$ cat src/rtl/clc_pkg.sv
package clc_pkg;

  typedef enum logic [2:0] {
    OP_READ    = 3'd0,
    OP_WRITE   = 3'd1,
    OP_INVAL   = 3'd2,
    OP_PUSH    = 3'd3,
    OP_PUSHINV = 3'd4
  } op_e;

  // {valid, modified}
  typedef enum logic [1:0] {
    LS_INV = 2'b00,
    LS_VAL = 2'b10,
    LS_MOD = 2'b11
  } lstate_e;

  // Order of the values is the order of the stages in a sequence.
  typedef enum logic [2:0] {
    SQ_IDLE  = 3'd0,
    SQ_COPY  = 3'd1,
    SQ_FILL  = 3'd2,
    SQ_SWR   = 3'd3,
    SQ_CWR   = 3'd4,
    SQ_RET   = 3'd5,
    SQ_DRAIN = 3'd6,
    SQ_FIN   = 3'd7
  } seq_e;

  typedef struct packed {
    logic    push;   // victim copy to push buffer, drain at end
    logic    fill;   // fetch whole line
    logic    merge;  // put write data over the addressed fill word
    logic    swr;    // single-word memory write
    logic    cwr;    // single-word cache write
    logic    ret;    // return data to processor
    lstate_e nxt;    // line state at the end
  } plan_t;

endpackage

$ cat src/rtl/clc_plan.sv
module clc_plan
  import clc_pkg::*;
(
  input  logic [2:0] op,
  input  logic       hit,
  input  logic       copyback,
  input  lstate_e    cur,
  output plan_t      plan
);

  logic valid;
  logic dirty;
  logic ehit;

  assign valid = cur[1];
  assign dirty = cur[1] & cur[0];
  assign ehit  = hit & valid;

  always_comb begin
    plan = '{push: 1'b0, fill: 1'b0, merge: 1'b0, swr: 1'b0,
             cwr: 1'b0, ret: 1'b0, nxt: cur};
    case (op)
      OP_READ: begin
        plan.ret = 1'b1;
        if (!ehit) begin
          plan.fill = 1'b1;
          plan.push = dirty;
          plan.nxt  = LS_VAL;
        end
      end
      OP_WRITE: begin
        if (copyback) begin
          if (ehit) begin
            plan.cwr = 1'b1;
          end else begin
            plan.fill  = 1'b1;
            plan.merge = 1'b1;
            plan.push  = dirty;
          end
          plan.nxt = LS_MOD;
        end else begin
          plan.swr = 1'b1;
          if (ehit) begin
            plan.cwr = 1'b1;
            plan.nxt = LS_VAL;
          end
        end
      end
      OP_INVAL: begin
        plan.nxt = LS_INV;
      end
      OP_PUSH: begin
        plan.push = dirty;
        if (dirty) plan.nxt = LS_VAL;
      end
      OP_PUSHINV: begin
        plan.push = dirty;
        plan.nxt  = LS_INV;
      end
      default: ;
    endcase
  end

endmodule

$ cat src/rtl/clc_line_state.sv
module clc_line_state
  import clc_pkg::*;
(
  input  logic    clk,
  input  logic    rst_n,
  input  logic    we,
  input  lstate_e d,
  output lstate_e q
);

  always_ff @(posedge clk or negedge rst_n) begin
    if (!rst_n) begin
      q <= LS_INV;
    end else if (we) begin
      q <= d;
    end
  end

endmodule

$ cat src/rtl/clc_push_buf.sv
module clc_push_buf #(
  parameter int DATA_W = 32,
  parameter int WORDS  = 4,
  localparam int IDX_W = $clog2(WORDS)
) (
  input  logic              clk,
  input  logic              wr_en,
  input  logic [IDX_W-1:0]  wr_idx,
  input  logic [DATA_W-1:0] wr_data,
  input  logic [IDX_W-1:0]  rd_idx,
  output logic [DATA_W-1:0] rd_data
);

  logic [DATA_W-1:0] words [WORDS];

  for (genvar g = 0; g < WORDS; g++) begin : g_word
    logic              en;
    logic [DATA_W-1:0] q;
    assign en = wr_en && (wr_idx == IDX_W'(g));
    always_ff @(posedge clk) begin
      if (en) begin
        q <= wr_data;
      end
    end
    assign words[g] = q;
  end

  assign rd_data = words[rd_idx];

endmodule

$ cat src/rtl/clc_seq.sv
module clc_seq
  import clc_pkg::*;
#(
  parameter int WORDS  = 4,
  localparam int IDX_W = $clog2(WORDS),
  localparam logic [IDX_W-1:0] LAST = IDX_W'(WORDS - 1)
) (
  input  logic             clk,
  input  logic             rst_n,
  input  logic             start,
  input  plan_t            plan,
  input  logic             rd_ack,
  input  logic             wr_ack,
  output seq_e             stage,
  output logic [IDX_W-1:0] cnt,
  output plan_t            pl_q
);

  seq_e             stage_nxt;
  logic             cnt_inc;
  logic             cnt_clr;
  logic             pl_en;
  logic [IDX_W-1:0] cnt_nxt;

  // Next stage of the sequence after stage s, given its plan.
  function automatic seq_e after_stage(seq_e s, plan_t f);
    seq_e r;
    r = SQ_FIN;
    if (s < SQ_DRAIN && f.push)          r = SQ_DRAIN;
    if (s < SQ_RET   && f.ret)           r = SQ_RET;
    if (s < SQ_CWR   && f.cwr && !f.swr) r = SQ_CWR;
    if (s < SQ_SWR   && f.swr)           r = SQ_SWR;
    if (s < SQ_FILL  && f.fill)          r = SQ_FILL;
    if (s < SQ_COPY  && f.push)          r = SQ_COPY;
    return r;
  endfunction

  always_comb begin
    stage_nxt = stage;
    cnt_inc   = 1'b0;
    cnt_clr   = 1'b0;
    case (stage)
      SQ_IDLE: begin
        if (start) stage_nxt = after_stage(SQ_IDLE, plan);
      end
      SQ_COPY: begin
        cnt_inc = 1'b1;
        if (cnt == LAST) begin
          cnt_clr   = 1'b1;
          stage_nxt = after_stage(SQ_COPY, pl_q);
        end
      end
      SQ_FILL: begin
        if (rd_ack) begin
          cnt_inc = 1'b1;
          if (cnt == LAST) begin
            cnt_clr   = 1'b1;
            stage_nxt = after_stage(SQ_FILL, pl_q);
          end
        end
      end
      SQ_SWR: begin
        if (wr_ack) stage_nxt = after_stage(SQ_SWR, pl_q);
      end
      SQ_CWR, SQ_RET: begin
        stage_nxt = after_stage(stage, pl_q);
      end
      SQ_DRAIN: begin
        if (wr_ack) begin
          cnt_inc = 1'b1;
          if (cnt == LAST) begin
            cnt_clr   = 1'b1;
            stage_nxt = SQ_FIN;
          end
        end
      end
      default: begin
        stage_nxt = SQ_IDLE;
      end
    endcase
  end

  assign pl_en   = start && (stage == SQ_IDLE);
  assign cnt_nxt = cnt_clr ? '0 : (cnt + 1'b1);

  always_ff @(posedge clk or negedge rst_n) begin
    if (!rst_n) begin
      stage <= SQ_IDLE;
      cnt   <= '0;
      pl_q  <= '{push: 1'b0, fill: 1'b0, merge: 1'b0, swr: 1'b0,
                 cwr: 1'b0, ret: 1'b0, nxt: LS_INV};
    end else begin
      stage <= stage_nxt;
      if (cnt_inc || cnt_clr) cnt <= cnt_nxt;
      if (pl_en) pl_q <= plan;
    end
  end

endmodule

$ cat src/rtl/cache_line_ctrl.sv
module cache_line_ctrl
  import clc_pkg::*;
#(
  parameter int DATA_W     = 32,
  parameter int LINE_WORDS = 4,
  localparam int IDX_W     = $clog2(LINE_WORDS)
) (
  input  logic              clk,
  input  logic              rst_n,
  input  logic              req_valid,
  input  logic [2:0]        req_op,
  input  logic              req_hit,
  input  logic              req_copyback,
  input  logic [IDX_W-1:0]  req_word,
  input  logic [DATA_W-1:0] req_wdata,
  output logic              busy,
  output logic              done,
  output logic              rd_valid,
  output logic [DATA_W-1:0] rd_data,
  output logic [1:0]        line_state,
  output logic              mem_rd_req,
  output logic [IDX_W-1:0]  mem_rd_word,
  input  logic [DATA_W-1:0] mem_rd_data,
  input  logic              mem_rd_ack,
  output logic              mem_wr_req,
  output logic              mem_wr_line,
  output logic [IDX_W-1:0]  mem_wr_word,
  output logic [DATA_W-1:0] mem_wr_data,
  input  logic              mem_wr_ack,
  output logic [IDX_W-1:0]  cram_rd_word,
  input  logic [DATA_W-1:0] cram_rd_data,
  output logic              cram_wr_en,
  output logic [IDX_W-1:0]  cram_wr_word,
  output logic [DATA_W-1:0] cram_wr_data
);

  lstate_e           cur_state;
  plan_t             plan;
  plan_t             pl_q;
  seq_e              stage;
  logic [IDX_W-1:0]  cnt;
  logic              accept;
  logic [IDX_W-1:0]  word_q;
  logic [DATA_W-1:0] wdata_q;
  logic [DATA_W-1:0] ret_q;
  logic [DATA_W-1:0] ret_nxt;
  logic              ret_en;
  logic              in_fill;
  logic              in_drain;
  logic              fill_hit_word;
  logic [DATA_W-1:0] pb_rd_data;

  assign accept        = req_valid && (stage == SQ_IDLE);
  assign in_fill       = (stage == SQ_FILL);
  assign in_drain      = (stage == SQ_DRAIN);
  assign fill_hit_word = (cnt == word_q);

  clc_plan u_plan (
    .op       (req_op),
    .hit      (req_hit),
    .copyback (req_copyback),
    .cur      (cur_state),
    .plan     (plan)
  );

  clc_seq #(.WORDS(LINE_WORDS)) u_seq (
    .clk    (clk),
    .rst_n  (rst_n),
    .start  (req_valid),
    .plan   (plan),
    .rd_ack (mem_rd_ack),
    .wr_ack (mem_wr_ack),
    .stage  (stage),
    .cnt    (cnt),
    .pl_q   (pl_q)
  );

  clc_line_state u_state (
    .clk   (clk),
    .rst_n (rst_n),
    .we    (stage == SQ_FIN),
    .d     (pl_q.nxt),
    .q     (cur_state)
  );

  clc_push_buf #(.DATA_W(DATA_W), .WORDS(LINE_WORDS)) u_pbuf (
    .clk     (clk),
    .wr_en   (stage == SQ_COPY),
    .wr_idx  (cnt),
    .wr_data (cram_rd_data),
    .rd_idx  (cnt),
    .rd_data (pb_rd_data)
  );

  // Return data: cache word at accept (hit), fetched word during fill (miss).
  always_comb begin
    ret_en  = 1'b0;
    ret_nxt = cram_rd_data;
    if (accept) begin
      ret_en = 1'b1;
    end else if (in_fill && mem_rd_ack && fill_hit_word) begin
      ret_en  = 1'b1;
      ret_nxt = mem_rd_data;
    end
  end

  always_ff @(posedge clk or negedge rst_n) begin
    if (!rst_n) begin
      word_q  <= '0;
      wdata_q <= '0;
      ret_q   <= '0;
    end else begin
      if (accept) begin
        word_q  <= req_word;
        wdata_q <= req_wdata;
      end
      if (ret_en) ret_q <= ret_nxt;
    end
  end

  assign busy       = (stage != SQ_IDLE);
  assign done       = (stage == SQ_FIN);
  assign rd_valid   = (stage == SQ_RET);
  assign rd_data    = ret_q;
  assign line_state = cur_state;

  assign mem_rd_req  = in_fill;
  assign mem_rd_word = cnt;

  assign mem_wr_req  = (stage == SQ_SWR) || in_drain;
  assign mem_wr_line = in_drain;
  assign mem_wr_word = in_drain ? cnt : word_q;
  assign mem_wr_data = in_drain ? pb_rd_data : wdata_q;

  assign cram_rd_word = (stage == SQ_IDLE) ? req_word : cnt;

  assign cram_wr_en   = (in_fill && mem_rd_ack) ||
                        (stage == SQ_CWR) ||
                        ((stage == SQ_SWR) && mem_wr_ack && pl_q.cwr);
  assign cram_wr_word = in_fill ? cnt : word_q;
  assign cram_wr_data = (in_fill && !(pl_q.merge && fill_hit_word)) ?
                        mem_rd_data : wdata_q;

endmodule

$ cat config.mk
export PLATFORM = sky130hd
export DESIGN_NAME = cache_line_ctrl
export DESIGN_NICKNAME = d
export VERILOG_FILES = /design/src/rtl/clc_pkg.sv /design/src/rtl/clc_plan.sv /design/src/rtl/clc_line_state.sv /design/src/rtl/clc_push_buf.sv /design/src/rtl/clc_seq.sv /design/src/rtl/cache_line_ctrl.sv
export SDC_FILE = /design/constraint.sdc
export NUM_CORES = 1
export LEC_CHECK = 0
export BUFFER_PORTS_ARGS = -buffer_cell sky130_fd_sc_hd__buf_2
export CORE_ASPECT_RATIO = 1.4
export CORE_MARGIN = 2
export CORE_UTILIZATION = 53
export CTS_CLUSTER_SIZE = 12
export DETAILED_ROUTE_END_ITERATION = 10
export PLACE_DENSITY = 0.79
export SETUP_SLACK_MARGIN = 0.3
export SYNTH_ARGS = -nofsm -noshare
export SYNTH_HDL_FRONTEND = slang
export SYNTH_SLANG_ARGS = --single-unit
$ cat constraint.sdc
create_clock -name clk -period 4.65 [get_ports clk]
set_input_delay 0.465 -clock clk [delete_from_list [all_inputs] [get_ports clk]]
set_output_delay 0.465 -clock clk [all_outputs]
set_load 0.05 [all_outputs]
; Word level (Yosys, flattened, before mapping)
; Index checks and enable logic that the tools add are counted.
; W data, S select, Z words.
[word_totals]
reg_bits = 209
latch_bits = 0
ram_bits = 0
romBits = 0
in_bits = 108
out_inout_bits = 113
wordCells = 143
memories = 0
[classes]
n_addsub = 1
n_mul = 0
div = 0
order_cmp = 7
eq_ne = 22
n_shift = 0
muxes = 58
bitwise = 3
reduce_logical = 35
[ops]
columns = operator, n
row1 = $mux W32, 6
row2 = $bmux W32 S2, 1
row3 = $mux W3, 20
row4 = $mux W2, 13
row5 = $logic_and A1 B1 Y1, 20
row6 = $pmux W3 S6, 1
row7 = $eq A3 B3 Y1 const B, 5
row8 = $eq A3 B2 Y1 const B, 4
row9 = $mux W1, 12
row10 = $ne A2 B2 Y1 const B, 5
row11 = $lt A3 B3 Y1 const B, 3
row12 = $pmux W1 S3, 3
row13 = $pmux W2 S4, 1
row14 = $reduce_and A7 Y1, 1
row15 = $eq A3 B1 Y1 const B, 2
row16 = $logic_not A3 Y1, 2
row17 = $lt A3 B2 Y1 const B, 2
row18 = $reduce_or A2 Y1, 3
row19 = $eq A2 B2 Y1 const B, 2
row20 = $logic_or A1 B1 Y1, 4
row21 = $ne A2 B1 Y1 const B, 2
row22 = $ge A3 B3 Y1 const B, 1
row23 = $logic_not A1 Y1, 3
row24 = $lt A3 B1 Y1 const B, 1
row25 = 8 further kinds, 9

; Depth between registers and ports, before layout
; Gate-level depths: netlist (run 1).
[depth]
depth_word = 12
ltp_mapped = 8
depth_no_buf = 6

; Cells and area by module
; Synthesis (run 1) repeated with hierarchy kept, for this count alone.
[unflattened]
cells_unflattened = 711
hier_area_um2 = 9709.3
[by_module_without_submodules]
columns = mod, instances, cells_each, area_each_um2, seq_area_each_um2
row1 = clc_push_buf, 1, 171, 4689.5, 3843.7
row2 = cache_line_ctrl, 1, 429, 3953.8, 1651.6
row3 = clc_seq, 1, 83, 818.3, 325.3
row4 = clc_plan, 1, 24, 175.2, 0.0
row5 = clc_line_state, 1, 4, 72.6, 50.0

; Worst setup path after synthesis (run 1)
; No wires, ideal clock.
[synth_timing]
path_kind = register -> output
from = reg u_seq.cnt[1]
to = out cram_rd_word[1]
arrival_ps = 2509
required_ps = 4185
setup_slack_ps = 1676
path_stages_with_launch = 5
path_buffers = 2
cell_sequence = dfrtp_1 buf_2 buf_1 inv_1 o21ai_0
[synth_between]
elab_chain_len = 1
[synth_lines]
columns = element, line
row1 = "start, declared", clc_seq.sv:15  ; output logic [IDX_W-1:0] cnt,
row2 = "start signal, assigned", clc_seq.sv:94  ; if (cnt_inc || cnt_clr) cnt <= cnt_nxt;
row3 = $mux W2, cache_line_ctrl.sv:135  ; assign cram_rd_word = (stage == SQ_IDLE) ? req_word : cnt;
row4 = "end, declared", cache_line_ctrl.sv:30  ; output logic [IDX_W-1:0] cram_rd_word,
; No other way between the ends.

; Worst setup path in the final report (run 1)
[layout_timing]
from = reg u_seq.cnt[1]
to = out cram_wr_data[26]
[layout_between]
elab_chain_len = 5
[layout_lines]
columns = element, line
row1 = $eq A2 B2 Y1, cache_line_ctrl.sv:56  ; assign fill_hit_word = (cnt == word_q);
row2 = $logic_and A1 B1 Y1, cache_line_ctrl.sv:141  ; assign cram_wr_data = (in_fill && !(pl_q.merge && fill_hit_word)) ?
row3 = $logic_not A1 Y1, cache_line_ctrl.sv:141
row4 = $logic_and A1 B1 Y1, cache_line_ctrl.sv:141
row5 = $mux W32, cache_line_ctrl.sv:141
row6 = "end, declared", cache_line_ctrl.sv:34  ; output logic [DATA_W-1:0] cram_wr_data
; No other way between the ends.

==> impl_results.md, run 1 <==
* First-pass GRT wire length at roughly 33,000 µm
* Power per cell area at 792 nW/µm²
* DRC Markers at 0
* FILL cells at 1,352
* Commonest non-fill, non-tap cell in the layout: buf_2
* Most frequent cells in the layout: 219 x buf_2, 128 x edfxtp_1, 119 x nand2_1, 79 x dfrtp_1, 39 x mux2_2
* Fmax at 0.261 GHz
* Clk pwr share at 16.7%
* Overall Global Routing Usage at 22.8%
* Antenna violations before repair at 0
* Sw Share at 47.6%
* Ys flop type: edfxtp_1
* Synthesized area at approximately 9400 µm²
* Chip Height at around 160 µm
* Seq/Total Area, Yosys at 62.4%
* Fin area at ~11,000 µm²
* Avg Vias per Cell at 5.64
* Ys async rst share at 38.8%
* Post-Place Cells at between 1,000 and 1,500
* Final setup TNS at 0 ns
* Initial core utilization at 54.1%
* Area growth, synth to finish at 18.1%
* CP top delay family: flip-flops
* Layout Skew at 0.00764 ns
* Ports at 221
* Unique masters post-synth at 52
* Layout net count at 969
* Post-place instance area at around 11,000 µm²
* Sw Pwr at around 4.2 mW
* Period utilization at 82.4%
* Die area at approximately 19,000 µm²
* GR Overflow Total at 0
* Crit Path Class: reg2out
* Vias in the first global route at 6,320
* Max IR drop VDD at 0.623 mV
* CTS Buffer Depth at 3
* Yosys warns at 0
* Final HPWL DP at 14,100 µm
* ANT nets after route at 0
* Crit-path slowest cell: dfrtp_2
* Normalized max-slew margin at 31.6%
* Register area at 5870 µm²
* Vias post-DR at 6,226
* CTS tree: built
* Final setup violation count at 0
* Unrepaired setup endpoints after global routing: no
* Final Critical Period at 3.83 ns
* WL final at 21,400 µm
* Non-filler cells, final at 1,104
* Required time worst endpoint at 4.18 ns
* Pleak at 4.92 nW
* Drt pass-1 iters at 5
* CTS Buf Count at 21
* Tightest Hold Check Type: in2reg
* Clk sinks at between 200 and 250
* CP Capture Type: output port
* Worst-margin pin slew at between 1 and 1.5 ns
* Die W at 117 µm
* Max stage delay on crit path at 0.97 ns
* Postcts setup bufs at 0
* Syn Area/Cell at roughly 14 µm²
* Status: complete, no violations
* Largest net degree at the start of global routing at 47
* Yosys reg bits at 209
* Worst path bufs/invs at 2
* Arrival time worst endpoint at 3.36 ns
* Clock latency on the worst-skew pair at 0.48 ns
* Final hold violation count at 0
* Hold-fix buffers, CTS at 1
* Site Rows at 57
* Post-synthesis cell count at 650
* Synth area leader: edfxtp_1
* Number of synthesized flops with an enable pin at 128
* Max-Cap Viols at 0
* Worst-path clk slew at 0.06 ns
* FF-to-FF setup slack at 1.64 ns
* Layout cell share with drive strength beyond 1 at approximately two fifths
* Comb pwr share at 51.7%
* Synth top area share at 40.9%
* Syn nets at 762
* Critical path depth at 6
* Worst path cell trace: xor2_1 > nor2_1 > a21boi_4 > buf_4 > mux2_1 > buf_2
* Crit-path max FO at 38
* Wirelength per Cell at 19.4 µm
* CTS root buffer: clkbuf_16
* Sequential power share at 31.6%
* Core Area at 17,400 µm²
* First-iteration detailed-routing DRC count at 371
* PortBufs at 220
* Fin. max-slew vios at 0
* Pint at roughly 4.6 mW
* Multi-input gate area at 3190 µm²
* Antenna cells at 0
* Routability cong. at 0.891
* Startpoint Class: flop
* Hold depth at 3
* Post-CTS sizing at 0
* CTS H-tree lvls at 1
* Worst reg2reg path depth at 5
* Area contributors post-synth: edfxtp_1 41%, dfrtp_1 22%, mux4_2 7.7%, nand2_1 4.8%, mux2_2 4.7%
## worst reg2reg max path, delay by kind of cell (launching register included)
| family | cells | cell delay, ns |
|---|---|---|
| AND/OR/NAND/NOR | 3 | 1.52 |
| flip-flops | 1 | 0.97 |
| AO/OA/AOI/OAI | 1 | 0.24 |
| XOR/XNOR | 1 | 0.21 |
## metrics by stage
| step | total power, mW | hold WS, ns | setup slack, ns | utilization, % |
|---|---|---|---|---|
| global route | 9.22 | 0.161 | 0.631 | 63.9 |
| finish | 8.80 | 0.174 | 0.821 | 63.9 |
| global placement | 7.33 | 0.453 | 1.34 | 60.5 |
| detailed placement | 7.39 | 0.460 | 1.27 | 60.5 |
| CTS | 8.87 | 0.159 | 0.760 | 63.9 |
| floorplan | 6.46 | 0.169 | 1.68 | - |
## synth_stat cells, types with 2 or more instances
cell	count
a211oi_1	2
a21o_1	35
a21oi_1	8
a22o_1	35
a31oi_1	2
and2_1	5
and3_1	4
buf_2	7
buf_4	7
buf_6	18
clkbuf_1	8
dfrtp_1	81
edfxtp_1	128
ha_1	4
inv_1	9
mux2_1	30
mux2_2	39
mux4_2	32
nand2_1	120
nand2b_1	3
nand3_1	5
nand3b_1	2
nor2_1	10
nor2b_1	6
nor3_1	2
nor3_4	2
o21ai_0	20
xor2_1	2
## registers in the layout, summed over array words and instances, names as in the netlist
name,flops
word_q,2
wdata_q,32
rd_data,32
u_seq.pl_q,8
u_seq.stage,3
u_pbuf.g_word.q,128
u_state.q,2
u_seq.cnt,2
## power groups by stage
| stage | Sequential, mW | Combinational [mW] | Clock, mW |
|---|---|---|---|
| floorplan | 3.12 | 3.34 | 0 |
| global placement | 2.79 | 4.53 | 0 |
| detailed placement | 2.81 | 4.58 | 0 |
| CTS | 2.77 | 4.59 | 1.50 |
| global route | 2.84 | 4.80 | 1.58 |
| finish | 2.78 | 4.55 | 1.47 |
## per-layer routing
metal	track usage (%)	wire length, µm
met4	6.58	478
met1	28.7	8410
met3	3.98	1210
met2	40.3	11300
met5	0	0
## kinds of logic (layout without fill, tap and decap cells)
logic type | count (synthesis) | after routing | share of synthesized area [%]
AO/OA/AOI/OAI | 114 | 114 | 9.02
XOR/XNOR | 2 | 2 | 0.186
multiplexers | 102 | 102 | 16.0
flip-flops | 209 | 209 | 62.4
AND/OR/NAND/NOR | 167 | 167 | 7.89
buffers and inverters | 51 | 269 | 3.84
adder cells (fa/ha/maj) | 5 | 5 | 0.638
## final timing paths
path / start / endpoint
max: u_seq.cnt[1] / cram_wr_data[26]
min: req_wdata[25] / wdata_q[25]
max reg2reg: u_seq.cnt[1] / rd_data[15]
min reg2reg: rd_data[30] / rd_data[30]
max in group asynchronous: rst_n / u_seq.cnt[1]
min in group asynchronous: rst_n / wdata_q[25]
## final cells by class
cell class	instances	area share (%)
inverter	10	0.338
clock buffer	33	5.13
clock inverter	1	0.0676
sequential	209	52.8
multi-input combinational	390	28.7
timing repair buffer	225	10.3
tap	236	2.66
No activity file was read; power rests on OpenSTA's default activity.
==> inputs of run 2 (changes only) <==
--- a/config.mk
+++ b/config.mk
@@ -8,10 +8,10 @@
 export BUFFER_PORTS_ARGS = -buffer_cell sky130_fd_sc_hd__buf_2
 export CORE_ASPECT_RATIO = 1.4
 export CORE_MARGIN = 2
-export CORE_UTILIZATION = 53
+export CORE_UTILIZATION = 49
 export CTS_CLUSTER_SIZE = 12
 export DETAILED_ROUTE_END_ITERATION = 10
-export PLACE_DENSITY = 0.79
+export PLACE_DENSITY = 0.77
 export SETUP_SLACK_MARGIN = 0.3
 export SYNTH_ARGS = -nofsm -noshare
 export SYNTH_HDL_FRONTEND = slang
==> constraint.sdc (replaced) <==
create_clock -name clk -period 3.3 [get_ports clk]
set_input_delay 0.33 -clock clk [delete_from_list [all_inputs] [get_ports clk]]
set_output_delay 0.33 -clock clk [all_outputs]
set_load 0.05 [all_outputs]
==> impl_results.md, run 2 (synthesis gave the netlist of run 1 again) <==
* PortBufs at 220
* Sw Pwr at 5.95 mW
* Antenna cells at 0
* Antenna violations before repair at 0
* Top reg by flops: u_pbuf.g_word.q
* Site Rows at 60
* Max-Cap Viols at 0
* CTS H-tree lvls at 1
* DRC Markers at 0
* Die area at a little over 20,000 µm²
* Tightest Hold Check Type: in2reg
* Unrepaired setup endpoints after global routing: no
* CP Capture Type: output port
* Normalized max-slew margin at between 30% and 40%
* Worst-path clk slew at 0.06 ns
* Status: complete, no violations
* Commonest non-fill, non-tap cell in the layout: buf_2
* Drt pass-1 iters at 5
* Sequential power share at roughly 30%
* Final setup violation count at 0
* Overall Global Routing Usage at ~22%
* Layout Skew at 0.00884 ns
* Initial core utilization at 49.5%
* Sw Share at 47.4%
* CP startpoint: u_seq.cnt[0]
* Multi-input gate area at 3190 µm²
* Crit Path Class: reg2out
* Worst-margin pin slew at between 0.9 and 1 ns
* Crit-path max FO at 38
* Layout cell share with drive strength beyond 1 at around 40%
* Hold depth at 3
* Power Total at about 13 mW
* Hold path start: req_wdata[15]
* Max reg flops at 128
* Clk sinks at around 210
* FF-to-FF setup slack at between 1 and 1.5 ns
* Required time worst endpoint at around 3 ns
* CTS Buf Count at 21
* Clock latency on the worst-skew pair at 0.48 ns
* Arrival time worst endpoint at about 2.4 ns
* Register area at 5870 µm²
* Pint at 6.61 mW
* Most frequent cells in the layout: 219 x buf_2, 128 x edfxtp_1, 119 x nand2_1, 79 x dfrtp_1, 39 x mux2_2
* Ports at roughly 220
* Area growth, synth to finish at 20.1%
* Startpoint Class: flop
* ANT nets after route at 0
* Final hold violation count at 0
* Fmax at 0.365 GHz
* FILL cells at 1,482
* Comb pwr share at 53.4%
* Worst R2R Start: u_seq.stage[0]
* WL final at 22,100 µm
* Layout net count at ~1,000
* Post-Place Cells at between 1,000 and 1,500
* Fin. max-slew vios at 0
* Power per cell area at between 1000 and 1500 nW/µm²
* Clk pwr share at 16.7%
* CTS Buffer Depth at 3
* Vias in the first global route at 6,505
* Routability cong. at 0.844
* Core Area at 19,000 µm²
* Pleak at about 5.0 nW
* Non-filler cells, final at around 1,100
* First-pass GRT wire length at 34,400 µm
* First-iteration detailed-routing DRC count at between 300 and 400
* Final setup TNS at 0 ns
* Die W at between 100 and 150 µm
* Avg Vias per Cell at around 5.6
* Max IR drop VDD at 0.980 mV
* Worst reg2reg path depth at 6
* GR Overflow Total at 0
* CTS tree: built
* CTS root buffer: clkbuf_16
* Wirelength per Cell at between 15 and 20 µm
* Final HPWL DP at 14,900 µm
* Period utilization at 83.0%
* Largest net degree at the start of global routing at between 50 and 60
* Final Critical Period at 2.74 ns
* Vias post-DR at between 6,000 and 7,000
* Chip Height at 168 µm
## run 2: cell count changes in the layout (fill, tap and decap cells not counted), sizes merged
| cell | previous run | this run |
|---|---|---|
| buf | 224 | 240 |
| clkinvlp | 1 | 0 |
| clkbuf | 33 | 37 |
## run 2: area by class of cell
class / count / area share [%]
clock buffer: 37 / 5.27
inverter: 10 / 0.332
multi-input combinational: 390 / 28.2
sequential: 209 / 52.0
tap: 248 / 2.75
timing repair buffer: 241 / 11.4
## run 2: final timing paths
path,to
worst max-delay path,mem_wr_data[7]
worst min-delay path,wdata_q[15]
worst max register to register,rd_data[23]
worst min register to register,rd_data[13]
max in group asynchronous,rd_data[8]
min in group asynchronous,wdata_q[29]
## run 2: power by group through the flow
stage	registers [mW]	logic [mW]	clock network, mW
floorplan	4.40	4.70	0
global placement	3.77	6.64	0
detailed placement	3.80	6.70	0
CTS	3.75	6.73	2.15
global route	3.82	7.08	2.25
finish	3.75	6.70	2.10
## run 2: stage by stage
step	setup slack, ns	cell area, µm²	util [%]	hold slack (ns)
2_1_floorplan	0.461	9410	-	0.0344
3_3_place_gp	0.844	10700	56.2	0.448
3_5_place_dp	0.824	10700	56.2	0.452
4_1_cts	0.305	11300	59.4	0.0213
5_1_grt	0.451	11300	59.5	0.0337
6_report	0.562	11300	59.5	0.0365
## run 2: per-layer routing
layer  global-route usage (%)  wire (µm)  vias up
met2                     38.4      11700      228
li1                         -          -     2873
met5                        0          0        -
met4                     6.42        482        0
met3                     2.85       1270       34
met1                     28.0       8610     3222
## run 2: worst max-delay path: stages (launching register included)
cell and delay (ns):
dfrtp_2 0.37, buf_6 0.44, mux4_2 0.59, mux2_2 0.28
buf_2 0.21
## run 2: what timing repair did
action	CTS	global route
setup endpoints to repair	0	55
setup buffers	0	1
gates resized for setup	0	2
hold buffers	1	0
hold endpoints to repair	53	0
==> inputs of run 3 (changes only) <==
--- a/config.mk
+++ b/config.mk
@@ -5,6 +5,7 @@
 export SDC_FILE = /design/constraint.sdc
 export NUM_CORES = 1
 export LEC_CHECK = 0
+export ABC_AREA = 1
 export BUFFER_PORTS_ARGS = -buffer_cell sky130_fd_sc_hd__buf_2
 export CORE_ASPECT_RATIO = 1.4
 export CORE_MARGIN = 2
==> constraint.sdc (replaced) <==
create_clock -name clk -period 2.43 [get_ports clk]
set_input_delay 0.243 -clock clk [delete_from_list [all_inputs] [get_ports clk]]
set_output_delay 0.243 -clock clk [all_outputs]
set_load 0.05 [all_outputs]
==> impl_results.md, run 3 <==
* Final WS setup at -0.0371 ns
* Worst reg2reg path depth at 6
* ANT nets after route at 0
* Synth area leader: edfxtp_1
* Critical path depth at 7
* Syn nets at ~1,100
* Avg Vias per Cell at 5.92
* Met1 Usage GRT at 32.2%
* Die area at 20,500 µm²
* Max stage delay on crit path at 0.42 ns
* Crit Path Class: reg2out
* Wirelength per Cell at 22.5 µm
* Required time worst endpoint at 2.19 ns
* Routability cong. at around 0.93
* Worst path cell trace: xor2_1 > a21oi_4 > nand2_4 > nand2_8 > buf_6 > mux2_4 > buf_6
* Most frequent cells in the layout: 229 x nand2_1, 146 x buf_2, 128 x edfxtp_1, 77 x dfrtp_1, 65 x o21ai_0
* WL final at between 30,000 and 40,000 µm
* First-iteration detailed-routing DRC count at ~920
* Period utilization at 102%
* First-pass GRT wire length at 42,600 µm
* Final setup TNS at -0.138 ns
* Synthesized area at 9490 µm²
* Most common cell on crit path: buf_6
* Fin area at 14,500 µm²
* Fmax at 0.405 GHz
* Initial core utilization at between 40% and 50%
* CTS tree: built
* Worst R2R Start: u_seq.stage[2]
* Violated checks: negative setup slack
* Post-synthesis cell count at 960
* Crit-path max FO at 6
* Syn Area/Cell at 9.88 µm²
* DRC Markers at 0
* Power per cell area at 1630 nW/µm²
* Unrepaired setup endpoints after global routing: yes
* CTS H-tree lvls at 1
* Final Critical Period at approximately 2.5 ns
* Number of synthesized flops with an enable pin at 128
* Status: complete, but fails checks
* Yosys warns at 0
* Pre-CTS WS at 0.318 ns
* Critical path endpoint: cram_wr_data[11]
* Synth top area share at roughly two fifths
* Site Rows at 60
* Ys flop type: edfxtp_1
* Arrival time worst endpoint at 2.22 ns
* Hold WS at 0.00305 ns
* Worst path bufs/invs at 2
* CP Capture Type: output port
* Clock latency on the worst-skew pair at 0.49 ns
* Core Area at about 19,000 µm²
* CTS root buffer: clkbuf_16
* Met3 usage at 3.20%
* FF-to-FF setup slack at 0.29 ns
* Yosys reg bits at roughly 210
* Max-Cap Viols at 0
* Worst-path clk slew at 0.06 ns
* Crit-path slowest cell: dfrtp_1
* Vias in the first global route at 8,468
* Post-place instance area at 10,900 µm²
* Antenna violations before repair at 0
* R2R Path End: u_pbuf.g_word[0].q[27]
* Drt pass-1 iters at 5
* Vias post-DR at 9,207
* CTS Buf Count at 21
* Area contributors post-synth: edfxtp_1 41%, dfrtp_1 21%, nand2_1 11%, o21ai_0 6.3%, nor2_1 3.8%
* Final hold violation count at 0
* CP top delay family: flip-flops
* Area growth, synth to finish at 53.0%
* PortBufs at 220
* Fin. max-slew vios at 0
* Most frequent cell after synthesis: nand2_1
* Die W at 122 µm
* GRT met2 Usage at 46.8%
* GR Overflow Total at 0
* Layout cell share with drive strength beyond 1 at 40.0%
* Antenna cells at 0
* Layout Skew at about 0.015 ns
* Pleak at 6.40 nW
* GR peak layer: met2
* Chip Height at between 150 and 200 µm
* Overall Global Routing Usage at roughly a quarter
* Final setup violation count at 8
* Layout net count at roughly 1,400
* Synth cell count leaders: 276 x nand2_1, 128 x edfxtp_1, 120 x o21ai_0, 96 x nor2_1, 81 x dfrtp_1
* Seq/Total Area, Yosys at 61.9%
* Final HPWL DP at 16,000 µm
* Max reg flops at 128
* Ys async rst share at 38.8%
* Ports at between 200 and 250
* Max IR drop VDD at 1.73 mV
* Unique masters post-synth at 37
* Power Total at ~24 mW
* Tightest Hold Check Type: in2reg
* CP startpoint: word_q[0]
* Commonest non-fill, non-tap cell in the layout: nand2_1
* Top reg by flops: u_pbuf.g_word.q
* Worst-margin pin slew at 0.768 ns
* Normalized max-slew margin at 48.7%
* Clk sinks at 209
* CTS Buffer Depth at 3
* Startpoint Class: flop
* Largest net degree at the start of global routing at between 60 and 70
run 3: cell count changes in the layout (fill, tap and decap cells not counted), moves of 30 or more:
cell | previous run | this run
nand2_4 | 0 | 39
dlygate4sd3_1 | 1 | 60
mux4_2 | 32 | 0
mux2_1 | 30 | 0
o21ai_0 | 20 | 65
nand3_1 | 5 | 42
buf_2 | 219 | 146
a21o_1 | 35 | 0
buf_6 | 1 | 60
nand2_1 | 119 | 229
nor2_1 | 10 | 63
inv_1 | 9 | 40
mux2_2 | 39 | 0
a22o_1 | 35 | 0
run 3: area by class of cell:
class / instances / area, µm²
repair buffers: 358 / 3440
clock buffers: 36 / 582
inverters: 53 / 267
clock inverters: 1 / 5.00
repair inverters: 1 / 16.3
well taps: 248 / 310
fillers: 1071 / 4620
flip-flops and latches: 209 / 5880
multi-input cells: 649 / 4030
run 3: worst min-delay path by stage:
| stage | from | to | slack (ns) | cells past startpoint |
|---|---|---|---|---|
| CTS | cram_rd_data[30] | u_pbuf.g_word[2].q[30] | 0.0004 | 1 |
| finish | cram_rd_data[26] | u_pbuf.g_word[3].q[26] | 0.003 | 1 |
| global placement | rst_n | wdata_q[14] | 0.24 | 1 |
| detailed placement | rst_n | wdata_q[21] | 0.25 | 1 |
| global route | cram_rd_data[28] | u_pbuf.g_word[0].q[28] | -0.002 | 1 |
| floorplan | rst_n | rd_data[0] | -0.05 | 0 |
run 3: cell families (layout without fill, tap and decap cells):
| family | Yosys count | after routing | synth area share [%] |
|---|---|---|---|
| AO/OA/AOI/OAI | 197 | 197 | 11.7 |
| buffers and inverters | 104 | 449 | 5.25 |
| multiplexers | 14 | 14 | 2.18 |
| adder cells (fa/ha/maj) | 4 | 4 | 0.527 |
| XOR/XNOR | 2 | 2 | 0.185 |
| AND/OR/NAND/NOR | 430 | 432 | 18.3 |
| flip-flops | 209 | 209 | 61.9 |
run 3: layer usage:
layer  up-vias  part of all wire, %
met5         -                    0
met4         0                  5.6
met3       171                  7.6
met2       673                   52
met1      4428                   35
li1       3935                    -
run 3: through the flow:
stage	utilization, %	instances
3_5_place_dp	57.0	1401
3_3_place_gp	57.0	1401
5_1_grt	75.8	1555
2_1_floorplan	-	960
6_report	75.8	1555
4_1_cts	66.5	1513
run 3: where the power goes:
part	total, mW	leakage (nW)	internal (mW)	switching (mW)
logic	15.4	3.96	5.53	9.90
registers	5.27	2.16	4.71	0.555
clock network	2.95	0.280	1.62	1.33
run 3: timing repair:
item	in CTS	in global routing
setup endpoints to repair	72	72
cloned	4	20
buffers inserted	11	22
resized for setup	139	356
hold buffers	60	0
pin swaps	8	75
endpoints found under the hold margin	124	0
